==> src/rtl/mulaw_atten_pkg.sv <==
package mulaw_atten_pkg;

  localparam int CODE_W   = 8;
  localparam int EXP_W    = 3;
  localparam int MAN_W    = 4;
  localparam int BIAS     = 33;
  localparam int MAG_CLIP = 8159;

  typedef struct packed {
    logic             sign;
    logic [EXP_W-1:0] expo;
    logic [MAN_W-1:0] mant;
  } mu_code_t;

  // Coefficient k of a geometric gain ladder, computed at elaboration.
  function automatic int gain_coef(input int idx, input int coef_w, input int step_num);
    longint c;
    c = (longint'(1) << coef_w) - 1;
    for (int k = 1; k <= idx; k++) begin
      c = (c * step_num) >> coef_w;
    end
    return int'(c);
  endfunction

endpackage

==> src/rtl/mulaw_expand.sv <==
module mulaw_expand
  import mulaw_atten_pkg::*;
#(
  parameter int LIN_W = 14
) (
  input  logic [CODE_W-1:0]       code_i,
  output logic signed [LIN_W-1:0] lin_o
);

  mu_code_t         fields;
  logic [5:0]       base;
  logic [LIN_W-1:0] mag;

  always_comb begin
    fields = mu_code_t'(code_i);
    base   = {1'b1, fields.mant, 1'b1};
    mag    = (LIN_W'(base) << fields.expo) - LIN_W'(BIAS);
    lin_o  = fields.sign ? -$signed(mag) : $signed(mag);
  end

endmodule

==> src/rtl/gain_table.sv <==
module gain_table
  import mulaw_atten_pkg::*;
#(
  parameter int SEL_W    = 5,
  parameter int COEF_W   = 14,
  parameter int STEP_NUM = 15468
) (
  input  logic [SEL_W-1:0]  sel_i,
  output logic [COEF_W-1:0] coef_o
);

  localparam int NUM_GAINS = 1 << SEL_W;

  logic [COEF_W-1:0] entries [NUM_GAINS];

  for (genvar g = 0; g < NUM_GAINS; g++) begin : g_entry
    localparam int CVAL = gain_coef(g, COEF_W, STEP_NUM);
    assign entries[g] = COEF_W'(CVAL);
  end

  assign coef_o = entries[sel_i];

endmodule

==> src/rtl/scale_mul.sv <==
module scale_mul #(
  parameter int LIN_W  = 14,
  parameter int COEF_W = 14
) (
  input  logic signed [LIN_W-1:0] lin_i,
  input  logic [COEF_W-1:0]       coef_i,
  output logic signed [LIN_W-1:0] lin_o
);

  localparam int PROD_W = LIN_W + COEF_W;

  logic              neg;
  logic [LIN_W-1:0]  mag;
  logic [PROD_W-1:0] prod;
  logic [LIN_W-1:0]  scaled;

  always_comb begin
    neg    = lin_i[LIN_W-1];
    mag    = neg ? LIN_W'(-lin_i) : LIN_W'(lin_i);
    prod   = PROD_W'(mag) * PROD_W'(coef_i);
    scaled = LIN_W'(prod >> COEF_W);
    lin_o  = neg ? -$signed(scaled) : $signed(scaled);
  end

endmodule

==> src/rtl/mulaw_compress.sv <==
module mulaw_compress
  import mulaw_atten_pkg::*;
#(
  parameter int LIN_W = 14
) (
  input  logic signed [LIN_W-1:0] lin_i,
  output logic [CODE_W-1:0]       code_o
);

  localparam int LOW_LEAD = 5;

  logic             neg;
  logic [LIN_W-1:0] mag;
  logic [LIN_W-1:0] clipped;
  logic [LIN_W-1:0] biased;
  int unsigned      lead_pos;
  mu_code_t         fields;

  always_comb begin
    neg      = lin_i[LIN_W-1];
    mag      = neg ? LIN_W'(-lin_i) : LIN_W'(lin_i);
    clipped  = (mag > LIN_W'(MAG_CLIP)) ? LIN_W'(MAG_CLIP) : mag;
    biased   = clipped + LIN_W'(BIAS);
    lead_pos = LOW_LEAD;
    for (int p = LOW_LEAD + 1; p < LIN_W - 1; p++) begin
      if (biased[p]) lead_pos = p;
    end
    fields.sign = neg;
    if (biased[LIN_W-1]) begin
      fields.expo = '1;
      fields.mant = '1;
    end else begin
      fields.expo = EXP_W'(lead_pos - LOW_LEAD);
      fields.mant = MAN_W'(biased >> (lead_pos - 4));
    end
    code_o = CODE_W'(fields);
  end

endmodule

==> src/rtl/mulaw_attenuator.sv <==
module mulaw_attenuator
  import mulaw_atten_pkg::*;
#(
  parameter int SEL_W    = 5,
  parameter int LIN_W    = 14,
  parameter int COEF_W   = 14,
  parameter int STEP_NUM = 15468
) (
  input  logic             clk,
  input  logic             rst,
  input  logic             in_valid,
  input  logic [7:0]       in_code,
  input  logic [SEL_W-1:0] in_gain_sel,
  output logic             out_valid,
  output logic [7:0]       out_code
);

  logic signed [LIN_W-1:0] dec_lin;
  logic [COEF_W-1:0]       sel_coef;
  logic                    s1_valid;
  logic signed [LIN_W-1:0] s1_lin;
  logic [COEF_W-1:0]       s1_coef;
  logic signed [LIN_W-1:0] scaled_lin;
  logic [CODE_W-1:0]       enc_code;

  mulaw_expand #(.LIN_W(LIN_W)) u_expand (
    .code_i (in_code),
    .lin_o  (dec_lin)
  );

  gain_table #(.SEL_W(SEL_W), .COEF_W(COEF_W), .STEP_NUM(STEP_NUM)) u_table (
    .sel_i  (in_gain_sel),
    .coef_o (sel_coef)
  );

  always_ff @(posedge clk) begin
    if (rst) s1_valid <= 1'b0;
    else     s1_valid <= in_valid;
  end

  always_ff @(posedge clk) begin
    if (in_valid) begin
      s1_lin  <= dec_lin;
      s1_coef <= sel_coef;
    end
  end

  scale_mul #(.LIN_W(LIN_W), .COEF_W(COEF_W)) u_mul (
    .lin_i  (s1_lin),
    .coef_i (s1_coef),
    .lin_o  (scaled_lin)
  );

  mulaw_compress #(.LIN_W(LIN_W)) u_compress (
    .lin_i  (scaled_lin),
    .code_o (enc_code)
  );

  always_ff @(posedge clk) begin
    if (rst) begin
      out_valid <= 1'b0;
      out_code  <= '0;
    end else begin
      out_valid <= s1_valid;
      if (s1_valid) out_code <= enc_code;
    end
  end

endmodule

==> config.mk <==
export PLATFORM = sky130hd
export DESIGN_NAME = mulaw_attenuator
export DESIGN_NICKNAME = d
export VERILOG_FILES = /design/src/rtl/mulaw_atten_pkg.sv /design/src/rtl/mulaw_expand.sv /design/src/rtl/gain_table.sv /design/src/rtl/scale_mul.sv /design/src/rtl/mulaw_compress.sv /design/src/rtl/mulaw_attenuator.sv
export SDC_FILE = /design/constraint.sdc
export NUM_CORES = 1
export LEC_CHECK = 0
export ABC_AREA = 1
export BUFFER_PORTS_ARGS = -buffer_cell sky130_fd_sc_hd__buf_4
export CORE_MARGIN = 4
export CORE_UTILIZATION = 40
export CTS_BUF_LIST = sky130_fd_sc_hd__clkbuf_8
export DETAILED_ROUTE_END_ITERATION = 10
export GPL_TIMING_DRIVEN = 1
export PLACE_DENSITY = 0.64
export SYNTH_ARGS = -nofsm -noshare
export SYNTH_HDL_FRONTEND = slang
export SYNTH_SLANG_ARGS = --single-unit
==> constraint.sdc <==
create_clock -name clk -period 28.4 [get_ports clk]
set_clock_uncertainty 0.1 [all_clocks]
set_input_delay 2.84 -clock clk [delete_from_list [all_inputs] [get_ports clk]]
set_output_delay 2.84 -clock clk [all_outputs]
set_load 0.005 [all_outputs]
Word-level counts from Yosys, hierarchy flattened
Memory sizes are Yosys's and may differ from the RTL's. A register that Yosys moved wholly into a read port is not among the register bits. Index checks and enable logic that the tools add are counted.

Register bits: 24. Memories kept: 1. Output and inout port bits: 9. Input port bits: 16. ROM bits: 448.

Memory list: (name not given) (words 32, width 14, rd ports 1, clocked after memory_dff 1, write ports 0, line gain_table.sv:21) `assign coef_o = entries[sel_i];`.

Shifts and indexed selects: 2. Bitwise operators: 1. $lt $le $gt $ge: 1. Add/sub/neg operators: 8. Multipliers: 1. Muxes and demuxes: 13.

Operators with widths (number): 14-bit two-way mux (5); 14-bit negation (4); 14-bit by 32-bit >> shifter with 4-bit output (1); 14-bit by 14-bit multiplier with 28-bit output (1); 4-bit two-way mux (5); 14-bit by 6-bit adder with 14-bit output (second input constant) (1); 14-bit by 13-bit > comparator with 1-bit output (second input constant) (1); 6-bit by 3-bit << shifter with 14-bit output (1); 14-bit by 6-bit subtractor with 14-bit output (second input constant) (1); 7-bit two-way mux (1); 5-bit inverter with 6-bit output (1); 4-bit by 3-bit subtractor with 5-bit output (second input constant) (1); 2-bit two-way mux (2); 3-bit subtractor (second input constant) (1).

Depth between registers and ports, before layout
Depth in word-level cells: 20. Depth in mapped cells: 75. Gate-level depth less buffers: 75.

Cells and area by module
A second synthesis with hierarchy kept.

Cell total of the unflattened synthesis: 1754. Area, all modules: 11811.3 µm².

Modules (own cells, without submodules): scale_mul (cells an instance 1057, area an instance 7410.9 µm², instances 1); mulaw_compress (cells an instance 296, area an instance 1526.5 µm², instances 1); mulaw_attenuator (cells an instance 85, area an instance 1237.4 µm², instances 1); mulaw_expand (cells an instance 147, area an instance 833.3 µm², instances 1); gain_table (cells an instance 169, area an instance 803.3 µm², instances 1).

Worst setup path after synthesis
OpenSTA, ideal clock, no wires.

Kind: register to register. Start point: reg s1_lin[0]. End point: reg out_code[0]. Required time: 28.191 ns. Buffers on the path: 2. Data arrival time: 10.866 ns. Cell stages (with the launch flop): 71. Path slack: 17.325 ns. Cells stage by stage: edfxtp_1 > buf_2 > inv_1 > ha_1 > inv_1 > nor3_1 > nand2_1 > nor3_1 > a21oi_1 > or2_2 > nand2_1 > inv_1 > nor2_1 > fa_1 > inv_1 > fa_1 > inv_1 > fa_1 > [35 not listed] > nand3_1 > nand2_2 > nand3_4 > nor3_4 > xor2_4 > nand2_2 > inv_1 > ha_1 > clkinv_1 > o21ai_0 > a31oi_1 > nand3b_1 > nand3_1 > nand3_1 > nand3_1 > nand3_1 > nand2_1 > inv_1.

Cells in the longest elaborated chain, start to end: 20.

RTL lines: start: declaration (line mulaw_attenuator.sv:21) `logic signed [LIN_W-1:0] s1_lin;`; start signal: assignment (line mulaw_attenuator.sv:43) `s1_lin <= dec_lin;`; 14-bit negation (line scale_mul.sv:19) `mag = neg ? LIN_W'(-lin_i) : LIN_W'(lin_i);`; 14-bit two-way mux (*) (line scale_mul.sv:19); 14-bit by 14-bit multiplier with 28-bit output (*) (line scale_mul.sv:20) `prod = PROD_W'(mag) * PROD_W'(coef_i);`; 14-bit negation (line scale_mul.sv:22) `lin_o = neg ? -$signed(scaled) : $signed(scaled);`; 14-bit two-way mux (*) (line scale_mul.sv:22); 14-bit negation (line mulaw_compress.sv:21) `mag = neg ? LIN_W'(-lin_i) : LIN_W'(lin_i);`; 14-bit two-way mux (*) (line mulaw_compress.sv:21); 14-bit by 13-bit > comparator with 1-bit output (line mulaw_compress.sv:22) `clipped = (mag > LIN_W'(MAG_CLIP)) ? LIN_W'(MAG_CLIP) : mag;`; 14-bit two-way mux (*) (line mulaw_compress.sv:22); 14-bit by 6-bit adder with 14-bit output (*) (line mulaw_compress.sv:23) `biased = clipped + LIN_W'(BIAS);`; 2-bit two-way mux (2 in a row) (line mulaw_compress.sv:26) `if (biased[p]) lead_pos = p;`; 4-bit two-way mux (5 in a row) (line mulaw_compress.sv:26); 4-bit by 3-bit subtractor with 5-bit output (line mulaw_compress.sv:34) `fields.mant = MAN_W'(biased >> (lead_pos - 4));`; 14-bit by 32-bit >> shifter with 4-bit output (line mulaw_compress.sv:34); 7-bit two-way mux (*) (line mulaw_compress.sv:29) `if (biased[LIN_W-1]) begin`; end signal: assignment (line mulaw_attenuator.sv:65) `if (s1_valid) out_code <= enc_code;`; end: declaration (line mulaw_attenuator.sv:15) `output logic [7:0] out_code`.

Mark *: on every way between the ends. The rest lies on a longest branch, timed or not. A chain may end at the register's enable or synchronous reset.

Worst setup path after layout
Same ends and word-level chain as after synthesis.

==> impl_results.md <==
- Ranking of synthesized cells by area: fa_1, nand2_1, ha_1, inv_1, edfxtp_1
- Status: completed
- Seq/Total Area, Yosys: 9.21%
- Delay of the slowest critical-path stage: 0.66 ns
- Synth async-reset ratio: 0%
- R2R depth: 70
- Mapped Area: 11300 um2
- Critical Path End: out_code[0]
- Hold crit path type: flip-flop to flip-flop
- Max-cap violation count: 0
- Largest family of logic cells by synthesized area: adder cells
- Unrepaired setup endpoints after global routing: false
- Postcts setup bufs: 0
- Placer Congestion: 0.933
- TritonCTS Buffers: 5
- DIE WIDTH: 176 um
- CTS resizes: 0
- Yosys reg bits: 38
- Fraction of the cycle the final worst path needs: 45.4%
- Critical R2R Capture: out_code[0]
- Worst path most repeated cell: inv_1
- Nets: 1891
- Critical path fanouts, max: 15
- Initial Util: 40.6%
- Via total after detailed routing: 10368
- Slew margin rel.: 30.9%
- Clock Latency Late Sink: 0.31 ns
- Worst reg2reg setup slack: 15.51 ns
- Post-synth cell types: 56
- Layout cells sized above 1: 7.37%
- Hold buffer count at cts: 0
- Post-Synth XOR/XNOR Area: 2.17%
- Setup TNS: 0 ns
- Post-synth top flop: edfxtp_1
- Row cnt: 61
- Syn-to-layout area delta: 5.14%
- Avg Cell Area, Syn: 6.91 um2
- Setup-failing EPs final: 0
- Final hold viol count: 0
- Most frequent cell after synthesis: nand2_1
- Post-Route WL: 29400 um
- Grt ovf: 0
- Setup CP Type: flip-flop to flip-flop
- DR WL/cell: 14.6 um
- Clock root cell: clkbuf_8
- Post-Synth Simple-Gate Area: 31.6%
- Synth top area share: 24.8%
- CTS Buffer Depth: 2
- Synth cell count leaders: nand2_1, inv_1, nor2_1, fa_1, ha_1
- Ports: 25
- Min cycle time layout: 12.89 ns
- First-pass GRT wire length: 50100 um
- Crit. Startpoint: s1_lin[0]
- Required time of the critical path: 28.52 ns
- Largest net degree at the start of global routing: 30
- Synthesized net count: 1897
- Post-synthesis compound-gate area fraction: 8.33%
- Die H: 176 um
- Crit. End Element: flip-flop
- Buffers on Ports: 24
- First-pass DRT Iterations: 5
- Max-slew violations: 0
- Worst r2r src: s1_lin[0]
- Multiplexer area fraction after synthesis: 0%
- Number of global-route vias before repair: 10505
- Fmax: 0.0776 GHz
- Layout fillers: 2965
- H-tree levels: 2
- Post-synth EDFFs: 28
- DR iter-0 viols: 643
- DP Wirelength: 24600 um
- CTS tree: done
- Yosys warns: 0
- Detail Route Antenna Nets: 0
- Syn Inst Count: 1634
- Critical path's slowest cell: edfxtp_1
- CTS Sinks: 38
- Worst Path Arrival: 13.01 ns
- Overall Global Routing Usage: 19.4%
- Synth area leader: fa_1
- Inserted Diodes: 0
- Slew @ Worst Pin: 1.04 ns
- Die area: 31000 um2
- Clock slew at reported path FFs: 0.09 ns
- Vias per std cell: 5.17
- DRC violation count after routing: 0
- CP Launch Type: flip-flop
- Antenna violations before repair: 0
- Post-Synth Adder-Cell Area: 36.7%
- Placeable Area: 27900 um2
==> worst min path at each step <==
stage | startpoint | endpoint | depth (start not counted)
2_1_floorplan | out_code[5] | out_code[5] | 2
3_3_place_gp | out_code[7] | out_code[7] | 2
3_5_place_dp | out_code[7] | out_code[7] | 2
4_1_cts | out_code[7] | out_code[7] | 2
5_1_grt | out_code[7] | out_code[7] | 2
6_report | out_code[7] | out_code[7] | 2
==> layout by cell type, fill, tap and decap left out, types with 12 or more instances in the layout <==
cell type and instances:
xor2_1 13, inv_1 295, ha_1 107, edfxtp_1 28
fa_1 140, nand2_1 394, buf_4 25, a31oi_1 12
a21oi_1 47, nand3b_1 13, o21ai_0 62, nor2_1 186
nand4_1 17, nor3_1 21, nand3_1 104, inv_2 13
nand2_2 40
==> stage by stage <==
step	instance area, um2	std cells	worst slack (ns)	utilization, %	hold slack, ns
2_1_floorplan	11300	1634	17.33	-	0.372
3_5_place_dp	11800	1999	15.54	42.2	0.374
6_report	11900	2007	15.51	42.6	0.391
5_1_grt	11900	2007	14.23	42.6	0.442
3_3_place_gp	11800	1999	15.75	42.2	0.371
4_1_cts	11900	2007	15.51	42.6	0.399
==> sequential cells by signal, indices dropped and copies added (netlist names) <==
register,count
s1_lin,14
s1_valid,1
out_code,8
out_valid,1
s1_coef,14
==> layer usage <==
metal  global-route usage [%]  part of all wire [%]
met4                     6.04                   3.0
met1                     26.5                    45
met5                        0                     0
met2                     32.7                    47
met3                     2.08                   5.2
==> worst max-delay path: cells and delay by family (launching register included) <==
| family | cells | cell delay [ns] |
|---|---|---|
| AOI/OAI and AO/OA | 2 | 0.49 |
| DFF | 1 | 0.66 |
| adders and majority gates | 11 | 4.38 |
| buffers and inverters | 17 | 1.66 |
| xor gates and xnor gates | 1 | 0.43 |
| and+or+nand+nor | 39 | 5.05 |
==> cells by family after synthesis <==
logic type                 after synthesis
and+or+nand+nor                        811
DFF                                     38
adders and majority gates              247
AOI/OAI and AO/OA                      164
xor gates and xnor gates                25
buffers and inverters                  349
==> area by class of cell <==
cell class / instances / area, um2 / area share (%)
Timing Repair Buffer: 25 / 188 / 1.58
Inverter: 311 / 1170 / 9.85
Tap cell: 378 / 473 / 3.98
Multi-Input combinational cell: 1247 / 8890 / 74.9
Clock buffer: 5 / 68.8 / 0.579
Sequential cell: 38 / 1040 / 8.76
Clock inverter: 3 / 45.0 / 0.379
Power is left out: the tool's default activity adds up to more than one toggle a clock period on the data nets, which glitch-free logic cannot reach.
